**src/rtl/tbt_pkg.sv**
```systemverilog
`timescale 1ns/1ps
package tbt_pkg;
  localparam int T1_BITS = 193;
  localparam int E1_BITS = 256;
  localparam int T1_MF   = 24;
  localparam int E1_MF   = 16;
  localparam int POS_W   = 8;
  localparam int FRM_W   = 5;
  localparam int SLOT_W  = 5;
  localparam int BOFS_W  = 3;

  typedef logic [POS_W-1:0] pos_t;
  typedef logic [FRM_W-1:0] frm_t;
  typedef logic [POS_W:0]   len_t;

  function automatic len_t frame_len(input logic e1);
    return e1 ? len_t'(E1_BITS) : len_t'(T1_BITS);
  endfunction

  function automatic pos_t bit_last(input logic e1);
    len_t l;
    l = frame_len(e1) - len_t'(1);
    return l[POS_W-1:0];
  endfunction

  function automatic frm_t mf_last(input logic e1);
    return e1 ? frm_t'(E1_MF - 1) : frm_t'(T1_MF - 1);
  endfunction

  // slot * 8 + bit, folded back into the frame when past its end
  function automatic pos_t sync_target(input logic e1,
                                       input logic [SLOT_W-1:0] slot,
                                       input logic [BOFS_W-1:0] bofs);
    len_t raw;
    raw = len_t'({slot, bofs});
    if (raw >= frame_len(e1)) raw = raw - frame_len(e1);
    return raw[POS_W-1:0];
  endfunction
endpackage

```
**src/rtl/tbt_rate_phase.sv**
```systemverilog
`timescale 1ns/1ps
module tbt_rate_phase (
  input  logic clk,
  input  logic rst_n,
  input  logic dbl_eff,
  input  logic restart,
  output logic adv
);
  logic phase;

  always_ff @(posedge clk) begin
    if (!rst_n || restart || !dbl_eff) phase <= 1'b0;
    else                               phase <= ~phase;
  end

  assign adv = dbl_eff ? phase : 1'b1;

  // in double rate an advance is never followed by another one
  assert_half_rate_R8: assert property (@(posedge clk) disable iff (!rst_n)
    (dbl_eff && adv && !restart) |=> (!adv || !dbl_eff));
endmodule

```
**src/rtl/tbt_pos_counter.sv**
```systemverilog
`timescale 1ns/1ps
module tbt_pos_counter import tbt_pkg::*; (
  input  logic clk,
  input  logic rst_n,
  input  logic e1,
  input  logic adv,
  input  logic load,
  input  pos_t load_tgt,
  input  logic load_mf,
  output pos_t bit_pos,
  output frm_t frm_idx
);
  logic bit_wrap, frm_wrap, tgt_wrap;
  frm_t frm_inc;

  assign bit_wrap = (bit_pos == bit_last(e1));
  assign frm_wrap = (frm_idx == mf_last(e1));
  assign tgt_wrap = (load_tgt == bit_last(e1));
  assign frm_inc  = frm_wrap ? '0 : frm_idx + frm_t'(1);

  always_ff @(posedge clk) begin
    if (!rst_n) begin
      bit_pos <= '0;
      frm_idx <= '0;
    end else if (load) begin
      bit_pos <= tgt_wrap ? '0 : load_tgt + pos_t'(1);
      if (load_mf) frm_idx <= tgt_wrap ? frm_t'(1) : '0;
      else if (tgt_wrap) frm_idx <= frm_inc;
    end else if (adv) begin
      bit_pos <= bit_wrap ? '0 : bit_pos + pos_t'(1);
      if (bit_wrap) frm_idx <= frm_inc;
    end
  end

  assert_bit_range_R2: assert property (@(posedge clk) disable iff (!rst_n)
    bit_pos <= bit_last(e1));
  assert_frm_range_R3: assert property (@(posedge clk) disable iff (!rst_n)
    frm_idx <= mf_last(e1));
  assert_hold_R8: assert property (@(posedge clk) disable iff (!rst_n)
    (!adv && !load) |=> ($stable(bit_pos) && $stable(frm_idx)));
  assert_reset_zero_R1: assert property (@(posedge clk)
    $past(!rst_n) |-> (bit_pos == '0 && frm_idx == '0));
endmodule

```
**src/rtl/tbt_sync_drive.sv**
```systemverilog
`timescale 1ns/1ps
module tbt_sync_drive (
  input  logic clk,
  input  logic rst_n,
  input  logic hit,
  input  logic drive_en,
  input  logic fall_edge,
  output logic sync_out
);
  logic sync_q, sync_n;

  always_ff @(posedge clk) begin
    if (!rst_n) sync_q <= 1'b0;
    else        sync_q <= hit && drive_en;
  end

  // half-cycle retimed copy for falling-edge output
  always_ff @(negedge clk) begin
    if (!rst_n) sync_n <= 1'b0;
    else        sync_n <= sync_q;
  end

  assign sync_out = fall_edge ? sync_n : sync_q;

  assert_fall_copy_R6: assert property (@(posedge clk) disable iff (!rst_n)
    sync_n == sync_q);
  assert_gated_R7: assert property (@(posedge clk) disable iff (!rst_n)
    !drive_en |=> !sync_q);
endmodule

```
**src/rtl/tx_bus_timebase.sv**
```systemverilog
`timescale 1ns/1ps
module tx_bus_timebase import tbt_pkg::*; (
  input  logic              clk,
  input  logic              rst_n,
  input  logic              e1_mode,
  input  logic              mf_select,
  input  logic              slave_mode,
  input  logic              framer_off,
  input  logic [SLOT_W-1:0] slot_ofs,
  input  logic [BOFS_W-1:0] bit_ofs,
  input  logic              fall_edge,
  input  logic              dbl_rate,
  input  logic              slip_bypass,
  input  logic              sync_in,
  output logic              sync_out,
  output logic              sync_oe,
  output logic [POS_W-1:0]  bit_cnt,
  output logic [FRM_W-1:0]  frm_cnt,
  output logic              resync
);
  logic master, dbl_eff, adv, at_target, sync_in_q, in_rise, realign;
  pos_t tgt, bit_pos;
  frm_t frm_idx;

  assign master    = !slave_mode && !framer_off;
  assign dbl_eff   = dbl_rate && !slip_bypass;
  assign tgt       = sync_target(e1_mode, slot_ofs, bit_ofs);
  assign at_target = (bit_pos == tgt) && (!mf_select || frm_idx == '0);
  assign in_rise   = !master && sync_in && !sync_in_q;
  assign realign   = in_rise && !at_target;

  always_ff @(posedge clk) begin
    if (!rst_n) begin
      sync_in_q <= 1'b0;
      resync    <= 1'b0;
    end else begin
      sync_in_q <= sync_in;
      resync    <= realign;
    end
  end

  tbt_rate_phase u_phase (
    .clk(clk), .rst_n(rst_n), .dbl_eff(dbl_eff), .restart(realign), .adv(adv)
  );

  tbt_pos_counter u_pos (
    .clk(clk), .rst_n(rst_n), .e1(e1_mode), .adv(adv), .load(realign),
    .load_tgt(tgt), .load_mf(mf_select), .bit_pos(bit_pos), .frm_idx(frm_idx)
  );

  tbt_sync_drive u_drive (
    .clk(clk), .rst_n(rst_n), .hit(at_target), .drive_en(master),
    .fall_edge(fall_edge), .sync_out(sync_out)
  );

  assign sync_oe = master;
  assign bit_cnt = bit_pos;
  assign frm_cnt = frm_idx;

  assert_quiet_input_R7: assert property (@(posedge clk) disable iff (!rst_n)
    !sync_oe |-> !sync_out);
  assert_flag_after_load_R9: assert property (@(posedge clk) disable iff (!rst_n)
    realign |=> resync);
  assert_flag_single_R9: assert property (@(posedge clk) disable iff (!rst_n)
    resync |=> !resync);
  assert_match_quiet_R10: assert property (@(posedge clk) disable iff (!rst_n)
    (in_rise && at_target) |=> !resync);
  assert_master_ignores_R11: assert property (@(posedge clk) disable iff (!rst_n)
    master |=> !resync);
endmodule

```
**config.mk**
```make
export PLATFORM = sky130hd
export DESIGN_NAME = tx_bus_timebase
export DESIGN_NICKNAME = d
export VERILOG_FILES = /design/src/rtl/tbt_pkg.sv /design/src/rtl/tbt_rate_phase.sv /design/src/rtl/tbt_pos_counter.sv /design/src/rtl/tbt_sync_drive.sv /design/src/rtl/tx_bus_timebase.sv
export SDC_FILE = /design/constraint.sdc
export NUM_CORES = 1
export LEC_CHECK = 0
export BUFFER_PORTS_ARGS = -buffer_cell sky130_fd_sc_hd__buf_2
export CAP_MARGIN = 15
export CORE_UTILIZATION = 60
export CTS_BUF_LIST = sky130_fd_sc_hd__clkbuf_4
export DETAILED_ROUTE_END_ITERATION = 7
export GPL_TIMING_DRIVEN = 1
export PLACE_DENSITY_LB_ADDON = 0.1
export SLEW_MARGIN = 20
export SYNTH_ARGS = -nofsm -noshare
export SYNTH_HDL_FRONTEND = slang
export SYNTH_HIERARCHICAL = 1
export SYNTH_SLANG_ARGS = --single-unit
```
**constraint.sdc**
```tcl
create_clock -name clk -period 9.8 [get_ports clk]
set_clock_uncertainty 0.2 [all_clocks]
set_input_delay 0.49 -clock clk [delete_from_list [all_inputs] [get_ports clk]]
set_output_delay 0.49 -clock clk [all_outputs]
set_load 0.05 [all_outputs]
```
==> results of run 1 <==
-- critical path, stage by stage, from the launching register on --
cell,delay [ns]
dfxtp_1,0.29
mux2_4,0.24
buf_2,0.21
-- synth_stat cells (3+ instances only) --
| cell type | instances |
|---|---|
| o31a_1 | 3 |
| inv_1 | 12 |
| ha_1 | 8 |
| nand3_1 | 17 |
| dfxtp_1 | 18 |
| a21boi_0 | 4 |
| o211ai_2 | 3 |
| a21oi_1 | 12 |
| o211a_1 | 3 |
| and2_1 | 3 |
| o21ai_0 | 16 |
| nand3b_1 | 4 |
| nand2_1 | 24 |
| and3_1 | 3 |
| or3_1 | 3 |
| clkbuf_1 | 3 |
| nor2_1 | 16 |
| xor2_1 | 7 |
| nor3_1 | 5 |
| xnor2_1 | 7 |
| or2_2 | 5 |
| nand4_1 | 3 |
-- through the flow --
step / utilization, % / setup WS, ns
floorplan: - / 3.60
global placement: 72.0 / 3.49
detailed placement: 72.0 / 3.47
CTS: 72.9 / 3.11
global route: 72.9 / 3.09
finish: 72.9 / 3.11
-- worst min-delay path by stage --
stage	to	start	cells after the start	slack (ns)
after floorplan	resync	sync_in_q	2	0.28
after global routing	sync_in_q	sync_in	2	0.23
after global placement	u_pos/frm_idx[1]	u_pos/frm_idx[1]	2	0.32
after CTS	sync_in_q	sync_in	2	0.23
final	sync_in_q	sync_in	2	0.22
after detailed placement	u_pos/frm_idx[1]	u_pos/frm_idx[1]	2	0.32
-- state kept, by name, summed over array words and instances, names as in the netlist --
register and flops:
u_phase/phase 1, u_drive/sync_q 1, resync 1, u_pos/frm_idx 5
sync_in_q 1, u_drive/sync_n 1, u_pos/bit_pos 8
-- report_power, final --
group          switching (W)   total, W  leakage [nW]  internal, W
clock network      0.0000260  0.0000414        0.0207    0.0000154
logic              0.0000544  0.0000858         0.697    0.0000314
registers         0.00000848  0.0000859         0.147    0.0000774
total              0.0000889   0.000213         0.865     0.000124
-- per-layer routing --
layer  global-route usage, %  wire, microns
met1                    38.8           2100
met2                    49.2           2250
met3                    4.99            277
met4                    8.01             43
met5                       0              0
-- cells by family after synthesis --
| kind of cell | Yosys count |
|---|---|
| compound gates | 69 |
| flops | 18 |
| mux | 1 |
| xor+xnor | 14 |
| fa+ha+maj | 8 |
| simple gates | 109 |
| buf+inv | 17 |
-- final cells by class --
| cell class | instances | area share (%) |
|---|---|---|
| clock buffer | 3 | 1.09 |
| tap | 31 | 1.88 |
| multi-input combinational | 201 | 68.8 |
| inverter | 11 | 2.00 |
| clock inverter | 2 | 0.364 |
| sequential | 18 | 17.5 |
| timing repair buffer | 34 | 8.37 |
==> run summary, run 1 <==
The multi-input logic area came out at 1420 sq um. The gate count of the mapped netlist came out at about 240. The CTS tree is yes. The H-tree depth came out at 1. After detailed routing, the number of remaining DRC violations is 4. The via density per instance is ~6.5. The synthesized design spends more area on one cell type than any other, namely dfxtp_1. The warning count from the yosys run came out at 6.

The final wirelength came out at between 4000 and 5000 microns. The tree is rooted in a clkbuf_4. The cell area reported after detailed placement is 2040 sq um. The first-pass GRT wire length is about 7700 microns.

The area used by sequential logic in the layout is about 360 sq um. The overflow left after global routing is 0. The setup slack on the worst flop-to-flop path came out at 4.19 ns. Leaving out fill and tap cells, the most frequent cell in the layout is buf_2. The final-layout worst hold slack came out at 0.220 ns. The checks that failed: design-rule violations.

The cell depth of the worst flop-to-flop path came out at 1. The number of global-route vias before repair came to approximately 1.7k. The final antenna diode count came out at 0. The post-placement cell count came out at 296. The worst register-to-register path begins at u_drive/sync_q. The mean area per synthesized cell is around 7.8 sq um.

The netlist uses 69 different library cells. The max capacitance violation total is 0. The critical path data arrival time came out at about 6.0 ns. Summing the areas of all xor and xnor instances in the mapped netlist gives 6.64% of the synthesized area.

The core region is 2830 sq um. The final count of pins violating max slew came out at 0. Across the VDD grid, the largest voltage drop is 0.0795 mV. The path class of the tightest hold or removal check is input pin to register. The die span in x is ~57 microns. The overall global routing resource usage came out at just under 30%. The number of buffers inserted for hold repair after clock tree synthesis is 0.

The count of flip-flops with a built-in enable after synthesis is 0. The area fraction of the dominant cell type after synthesis is approximately 20%. Clock-pin slew was measured on the worst setup and hold paths at between 0.1 and 0.15 ns. The starting utilization of the core area came out at about two thirds. The number of setup violations in the final report came out at 0. Across all layers, the routed design uses just under 2k vias. The die footprint is between 3000 and 4000 sq um. The basic-gate share of the synthesized area counting and, or, nand and nor cells came out at 35.5%. By area, the combinational part of the netlist is dominated by simple AND/OR/NAND/NOR gates. The final-layout setup total negative slack came out at 0 ns. The number of port buffers is 33. The critical path capture point type is a primary output. The top cell types in the final layout, fill and taps aside, are buf_2, nand2_1, dfxtp_1, nand3_1. The number of setup buffers added after CTS is 0.

From synthesis to final layout, the design area changed by 11.7%. The worst slew margin relative to its limit came out at 25.9%. The biggest fanout along the worst timing path is 1. The proportion of synthesized chip area in sequential cells is 19.5%. The register bit count reported by yosys came out at 18. The number of instances resized during post-cts repair came out at 0. The detail-routed net length per standard cell came out at between 15 and 20 microns. Routability-driven placement finished with a final weighted congestion of around 0.9. The initial antenna violation count came out at 0. The net count of the mapped netlist came out at roughly 260. The overall power after layout came out at 0.000213 W. The flow ran to the end, but the final reports show violations. Counting flops with an async set or reset pin after synthesis yields a share of 0%. Cells with a size suffix above 1 make up between 20% and 30% of the layout. The adder and majority gate portion of the synthesized area came out at under 10%. The most critical setup path has its endpoint at sync_out. Yosys attributes the largest share of cell area to dfxtp_1, ha_1, nand2_1. The hold violation total from the final report came out at 0.

The number of DRC markers after the initial detailed-route iteration is between 150 and 200. The synthesized netlist occupies a cell area of approximately 1800 sq um. The die boundary height is 57.5 microns. The final layout net count is 296.

Setup repair after global routing left no endpoint under its margin. The number of rows in the core area is 19. The final cell count without fillers is 300. The power density over cell area is between 100 and 150 nW/um^2.

The number of top-level design ports is 34. Summing the areas of all compound-gate instances in the mapped netlist gives between 20% and 30% of the synthesized area. The count of antenna-violating nets left after detailed routing is 0. The deepest clock path buffer count came out at 2. The maximum number of pins on one net before global-route repair is 21.

The worst setup path is of the register to primary output kind. The mux share of post-synthesis cell area is less than 1%. The final non-filler cell area is between 2000 and 2500 sq um. Detailed placement ended at an HPWL of ~3500 microns. The number of fill cells in the layout is 244. The most used flip-flop cell after synthesis is dfxtp_1.

The worst setup path is launched from a register. The first-pass iteration count of the detailed router came out at 8. The clock net in this run drives a total of 18 sinks.

The reported leakage power came out at between 0.8 and 0.9 nW. At the pin with the least slew margin, the transition time is 1.08 ns. Clock latency on the worst-skew pair, taken at its later pin, is 0.30 ns. The total clock buffers created by CTS came out at 3. The startpoint of the worst setup timing path is u_drive/sync_n. The endpoint identified for the worst register-to-register timing path is u_drive/sync_n.

The required time of the critical path is 9.11 ns.
No activity file was read; power rests on OpenSTA's default activity.
==> run 2: changes to the inputs <==
--- a/config.mk
+++ b/config.mk
@@ -5,9 +5,10 @@
 export SDC_FILE = /design/constraint.sdc
 export NUM_CORES = 1
 export LEC_CHECK = 0
+export ABC_AREA = 1
 export BUFFER_PORTS_ARGS = -buffer_cell sky130_fd_sc_hd__buf_2
 export CAP_MARGIN = 15
-export CORE_UTILIZATION = 60
+export CORE_UTILIZATION = 53
 export CTS_BUF_LIST = sky130_fd_sc_hd__clkbuf_4
 export DETAILED_ROUTE_END_ITERATION = 7
 export GPL_TIMING_DRIVEN = 1
==> constraint.sdc (replaced) <==
create_clock -name clk -period 5.7 [get_ports clk]
set_clock_uncertainty 0.2 [all_clocks]
set_input_delay 0.285 -clock clk [delete_from_list [all_inputs] [get_ports clk]]
set_output_delay 0.285 -clock clk [all_outputs]
set_load 0.05 [all_outputs]
==> run 2 against run 1 <==
The run now ends clean; sequential power increased by 75%; power increased by 88%; via count increased by 2.7%.
==> run summary, run 2 <==
The die boundary height came out at 62.3 microns. The internal cell power is ~0.00022 W. The combinational fraction of design power is 45.0%. The worst setup path is launched from a register. The max capacitance violation total is 0. In this run the tool buffered the top-level ports with 33 buffer cells. The post-detailed-route DRC marker count came out at 0. The worst slew margin relative to its limit is 64.3%. The library cells used most frequently in the layout, excluding fill and tap cells, are nand2_1, inv_1, nor2_1, buf_2, nand3_1.

The switching fraction of total power came out at between 40% and 50%. The final layout contains routed wiring with a total length of between 4000 and 5000 microns. Among all flip-flop cells after synthesis, the most frequent one is dfxtp_1. The initial antenna violation count is 0. The cell class contributing the biggest share of worst-path delay is flip-flops. The die footprint came out at approximately 3900 sq um. The commonest cells after synthesis are nand2_1, inv_1, nor2_1, nand3_1, dfxtp_1. The transition time at the pin with the least slew margin is roughly 0.53 ns. The overflow left after global routing is 0.

The peak ir drop on the vdd network is around 0.15 mV. The latest clock arrival within the worst-skew pair is around 0.30 ns. The required time of the critical path is between 5 and 6 ns.

CTS built an H-tree with a depth of 1. The number of setup violations in the final report came out at 0. The warning count from the yosys run came out at 6. The number of DRC markers after the initial detailed-route iteration came out at 74.

The share of power burned in registers came out at 37.3%. The die span in x is approximately 62 microns. The reported leakage power came out at roughly 1.3 nW. Once the clock tree was built, the setup fixing pass inserted 0 buffers.

The via density per instance is just under 5. Along the worst path, the maximum fanout reaches 1. Leaving out fill and tap cells, the most frequent cell in the layout is nand2_1.

The final layout net count came out at 390. The detail-routed net length per standard cell is approximately 10 microns. The number of sinks driven by the clock tree is 18. For this run, asynchronously set or reset flops after synthesis account for 0%.

The final design utilization came out at 63.8%. TritonCTS built the clock tree. The maximum number of pins on one net before global-route repair came out at 20. The core area is ~3400 sq um. The proportion of synthesized chip area in sequential cells is 18.7%. The net switching power came out at ~0.00018 W.

The final estimated routing congestion in global placement came out at ~0.8. The number of global-route vias before repair came out at 1768. The count of flip-flops with a built-in enable after synthesis came out at 0. The gate count of the mapped netlist is 326. The number of top-level design ports came out at 34. The starting utilization of the core area is between 50% and 60%.

The final count of pins violating max slew was 0. The number of rows in the core area came out at 21. The area added between synthesis and finish is 13.2%.

The overall via count from detail_route came out at about 2.0k. The number of placed instances, taps included, is slightly above 400. By area the synthesized netlist is led by dfxtp_1, nand2_1, inv_1.

The layout cell share with drive strength beyond 1 is between 10% and 20%. Global routing consumed, over all layers together, about a quarter of the routing resources. CTS placed an instance of clkbuf_4 at the clock tree root. The net count of the mapped netlist is about 350. The most used standard cell by instance count after synthesis is nand2_1. The deepest clock path buffer count is 2. The critical path data arrival time came out at 3.83 ns. The start-to-end type of the worst setup path is register to primary output. The flow ran to the end, and the final reports show no timing, DRC or antenna violations.

The cell that appears most often on the critical path is nand2_1. Total power for the finished layout comes to approximately 0.00040 W. Setup repair after global routing left no endpoint under its margin. The worst-path cell with the longest stage delay is dfxtp_1. The first-pass GRT wire length is approximately 7500 microns. The synthesized design devotes to its leading area cell type between 10% and 20% of total area. The layout has between 300 and 400 filler cells.

The first-pass iteration count of the detailed router is 4. Of all cell types, the one taking the most synthesized area is dfxtp_1. The hold violation total from the final report is 0.

Excluding fillers, the count of instances in the completed layout stands at between 400 and 500. The post-DP HPWL came out at ~3300 microns. The worst hold path class is input pin to register.

The total clock buffers created by CTS is 3. In this run the power density over the cells is between 150 and 200 nW/um^2. STA classifies the critical path endpoint as a primary output. The critical path goes through nand2_1 -> nand2_1 -> buf_2. In this run, synthesis produced a sequential element count of 18.

The mean area per synthesized cell is 5.90 sq um. The flip-flop count of the largest register, all copies and words added is 8. The buffer and inverter count on the worst path came out at 1. Clock-pin slew was measured on the worst setup and hold paths at between 0.1 and 0.15 ns.

The largest registers in the layout are u_pos/bit_pos x8, u_pos/frm_idx x5. The delay of the slowest cell on the worst path is about 0.30 ns. The detail route stage leaves a number of antenna-violating nets equal to 0. The clock group share of total power came out at between 15 and 20%. The final-layout setup total negative slack came out at 0 ns. The cell area after synthesis came out at approximately 1900 sq um. The number of instances resized during post-cts repair is 0.

The count of cell types in the netlist came out at 28. More flip-flops sit in one register than any other, and that register is u_pos/bit_pos. The final antenna diode count came out at 0.
==> run 2: routing by layer <==
layer | GRT usage (%) | vias to the layer above | part of all wire [%]
li1 | - | 1107 | -
met3 | 2.21 | 4 | 5.1
met2 | 39.1 | 49 | 43
met1 | 33.0 | 856 | 51
met4 | 6.98 | 0 | 0.92
met5 | 0 | - | 0
==> run 2: worst paths after layout <==
kind | slack (ns) | end | start | cells past startpoint
hold / removal | 0.03 | u_phase/phase | slip_bypass | 4
setup reg to reg | 2.19 | u_drive/sync_n | u_drive/sync_q | 2
setup / recovery | 1.38 | sync_out | u_drive/sync_n | 3
hold reg to reg | 0.29 | u_phase/phase | u_phase/phase | 3
==> run 2: what timing repair did <==
item / in CTS / in global routing
hold buffers: 1 / 0
endpoints found under the setup margin: 0 / 0
endpoints found under the hold margin: 1 / 0
==> run 2: power groups by stage <==
stage / registers (W) / clock network (W) / logic [W]
2_1_floorplan: 0.000177 / 0.00000220 / 0.000115
3_3_place_gp: 0.000153 / 0.00000220 / 0.000178
3_5_place_dp: 0.000152 / 0.00000220 / 0.000179
4_1_cts: 0.000149 / 0.0000756 / 0.000180
5_1_grt: 0.000151 / 0.0000816 / 0.000204
6_report: 0.000150 / 0.0000709 / 0.000180
==> run 2: per-stage QoR <==
stage	cell area (sq um)	setup WS, ns	hold WS, ns
floorplan	1920	1.70	0.178
global placement	2140	1.74	0.278
detailed placement	2140	1.74	0.280
CTS	2180	1.37	0.0222
global route	2180	1.33	0.0360
finish	2180	1.38	0.0341
==> run 2: tightest hold or removal path, stage by stage <==
cell and delay (ns):
buf_2 0.07, nor2_1 0.04, nand2_2 0.07, nor2_2 0.04
==> run 2: logic make-up after synthesis <==
logic type | share of synthesized area, %
xor+xnor | 5.92
compound gates | 7.09
buf+inv | 12.7
fa+ha+maj | 5.20
flops | 18.7
simple gates | 50.3
==> run 2: cell type report <==
class	instances	area [sq um]	area share, %
well taps	46	57.6	2.64
multi-input cells	243	1320	60.5
repair buffers	34	175	8.04
clock inverters	2	7.51	0.345
flip-flops and latches	18	360	16.5
inverters	63	236	10.9
clock buffers	3	22.5	1.03
==> run 3: changes to the inputs <==
==> constraint.sdc (replaced) <==
create_clock -name clk -period 3.7 [get_ports clk]
set_clock_uncertainty 0.2 [all_clocks]
set_input_delay 0.185 -clock clk [delete_from_list [all_inputs] [get_ports clk]]
set_output_delay 0.185 -clock clk [all_outputs]
set_load 0.05 [all_outputs]
==> run 3 against run 2 <==
Register-to-register slack got worse by 1.1 ns; combinational power grew 61%; setup slack got worse by 0.91 ns; critical path depth unchanged; via count increased by 7.1%; final area grew 3.7%; routed wire length increased by 12%; critical endpoint unchanged; largest power group unchanged.
==> run summary, run 3 (synthesis results as in run 2) <==
At the pin with the least slew margin, the transition time is roughly 0.35 ns. The clock transition at the registers of the reported paths is ~0.10 ns. The critical path capture point type is a primary output. The nature of the critical path startpoint is a register.

The first-pass GRT wire length came out at roughly 8200 microns. The hold violation total from the final report is 0. Leaving out fill and tap cells, the most frequent cell in the layout is nand2_1. The final estimated routing congestion in global placement came out at a little under 0.9. The max capacitance violation total came out at 0. The combinational fraction of design power came out at between 40% and 50%. The starting utilization of the core area is between 50% and 60%. The power density over cell area is 282 nW/um^2. The latest clock arrival within the worst-skew pair came out at 0.30 ns. The post-placement cell count is 405. Cells fill about two thirds of the core in the end.

The worst-path cell with the longest stage delay is dfxtp_1. Along the worst path, the maximum fanout reaches 1. The overflow left after global routing came out at 0.

The final-layout setup total negative slack is 0 ns. The number of port buffers is 33. The final cell count without fillers is between 400 and 500. The worst hold path class is input pin to register. After the first detailed-routing iteration, the DRC count stood at between 150 and 200.

The H-tree depth came out at 1. The overall power after layout came out at around 0.00064 W. The net switching power is roughly 0.00028 W. In the global route stage, met2 resource usage came out at between 40% and 50%. The layout cell share with drive strength beyond 1 came out at between 10% and 20%. The internal cell power came out at about 0.00036 W. The worst slew margin relative to its limit came out at between 70 and 80%.

The post-detailed-route DRC marker count came out at 0. The critical path goes through nand2_1 -> nand2_1 -> buf_2. The number of top-level design ports came out at 34. The flow ran to the end, and the final reports show no timing, DRC or antenna violations. The clock group share of total power is between 10% and 20%. The deepest clock path buffer count is 2. TritonCTS built the clock tree. Among the stages of the critical path, the cell type that occurs most often is nand2_1. The root cell of the clock tree is clkbuf_4. The critical path is of the register to primary output type. The overall global routing resource usage came out at between 20% and 30%. The met3 track demand over resource came out at 3.68%. The post-DP HPWL came out at 3620 microns.

The die span in x is about 62 microns. The area added between synthesis and finish is 17.4%. Setup repair after global routing left no endpoint under its margin.

The largest registers in the layout are u_pos/bit_pos x8, u_pos/frm_idx x5. OpenSTA, run right after detailed placement, puts the worst setup slack at around 0.35 ns. In this design, the stage delay of the slowest critical-path cell is around 0.3 ns. The floorplan step defined a die boundary enclosing ~3900 sq um. The reported leakage power is about 1.3 nW.

The register with the most flip-flops in the final layout is u_pos/bit_pos. IR analysis of the VDD net gives a maximum drop of around 0.2 mV. The initial antenna violation count is 0. The routing usage on met1 came out at 33.9%. The critical path data arrival time is roughly 2.9 ns. The number of global-route vias before repair came to between 1.5k and 2k. The flip-flop count of the largest register, all copies and words added is 8. The die boundary height is 62.3 microns.

The final setup slack of the worst path came out at approximately 0.47 ns. The via density per instance is about 5.2. The required time of the critical path is roughly 3.3 ns.

The layer flagged by global routing as most heavily used is met2. The number of sinks driven by the clock tree is 18. In this run, CTS created clock tree buffers numbering 3. Sequential cells burn between 30% and 40% of the power. The overall via count from detail_route came out at around 2.2k. The final antenna diode count is 0. In this run the post-CTS setup repair buffer count came out at 0.

The count of antenna-violating nets left after detailed routing is 0. The final wirelength is approximately 4800 microns. Entering global routing, the biggest net connects 20 pins. The final layout net count came out at about 400. The number of instances resized during post-cts repair is 0.

The final count of pins violating max slew came to 0. The first TritonRoute pass finished after 6 iterations. In this run the standard cell core region covers between 3000 and 4000 sq um. In the layout the commonest cells are nand2_1, inv_1, nor2_1, buf_2, nand3_1. The number of setup violations in the final report came out at 0.

After floorplanning, the core was divided into 21 placement rows. Net switching is a little over two fifths of the power. Dividing the detail-routed wire length by the instance count gives roughly 11 microns.
## run 3: cell count changes in the layout (fill, tap and decap cells not counted)
cell	before	now
dlygate4sd3_1	1	8
buf_4	0	1
inv_2	1	0
clkbuf_4	3	4
## run 3: final timing paths
path,startpoint,endpoint,slack [ns],cells past startpoint
hold / removal,mf_select,u_pos/frm_idx[4],0.07,4
setup reg to reg,u_pos/frm_idx[1],u_pos/bit_pos[3],1.05,15
setup / recovery,u_drive/sync_n,sync_out,0.47,3
hold reg to reg,u_phase/phase,u_phase/phase,0.31,3
## run 3: area by class of cell
type	count	area, sq um
clock buffer	4	30.0
clock inverter	1	3.75
fill	337	1160
inverter	63	236
multi-input combinational	243	1320
sequential	18	360
tap	46	57.6
timing repair buffer	42	253
## run 3: stage by stage
step                      area [sq um]  hold slack, ns
after global placement            2150           0.178
after detailed placement          2150           0.184
after global routing              2260          0.0875
final                             2260          0.0731
after floorplan                   1920          0.0785
after CTS                         2260          0.0595
## run 3: timing repair
| action | in CTS | in global routing |
|---|---|---|
| setup endpoints to repair | 0 | 0 |
| hold buffers | 8 | 0 |
| hold endpoints to repair | 6 | 0 |
## run 3: metal layers
| layer | routed length, microns | up-vias | share of wire [%] |
|---|---|---|---|
| met4 | 45 | 0 | 0.95 |
| li1 | - | 1124 | - |
| met3 | 306 | 6 | 6.4 |
| met1 | 2230 | 958 | 47 |
| met2 | 2180 | 71 | 46 |
| met5 | 0 | - | 0 |
## run 3: power by group through the flow
| stage | Clock [W] | Sequential, W | Combinational, W |
|---|---|---|---|
| after floorplan | 0.00000338 | 0.000272 | 0.000176 |
| after global placement | 0.00000338 | 0.000236 | 0.000277 |
| after detailed placement | 0.00000338 | 0.000236 | 0.000279 |
| after CTS | 0.000124 | 0.000231 | 0.000287 |
| after global routing | 0.000131 | 0.000234 | 0.000323 |
| final | 0.000117 | 0.000232 | 0.000289 |
## run 3: worst max-delay path: cells and delay by family, from the launching register on
| kind | cells | cell delay [ns] |
|---|---|---|
| buffers and inverters | 1 | 0.25 |
| DFF | 1 | 0.30 |
| and+or+nand+nor | 2 | 0.09 |
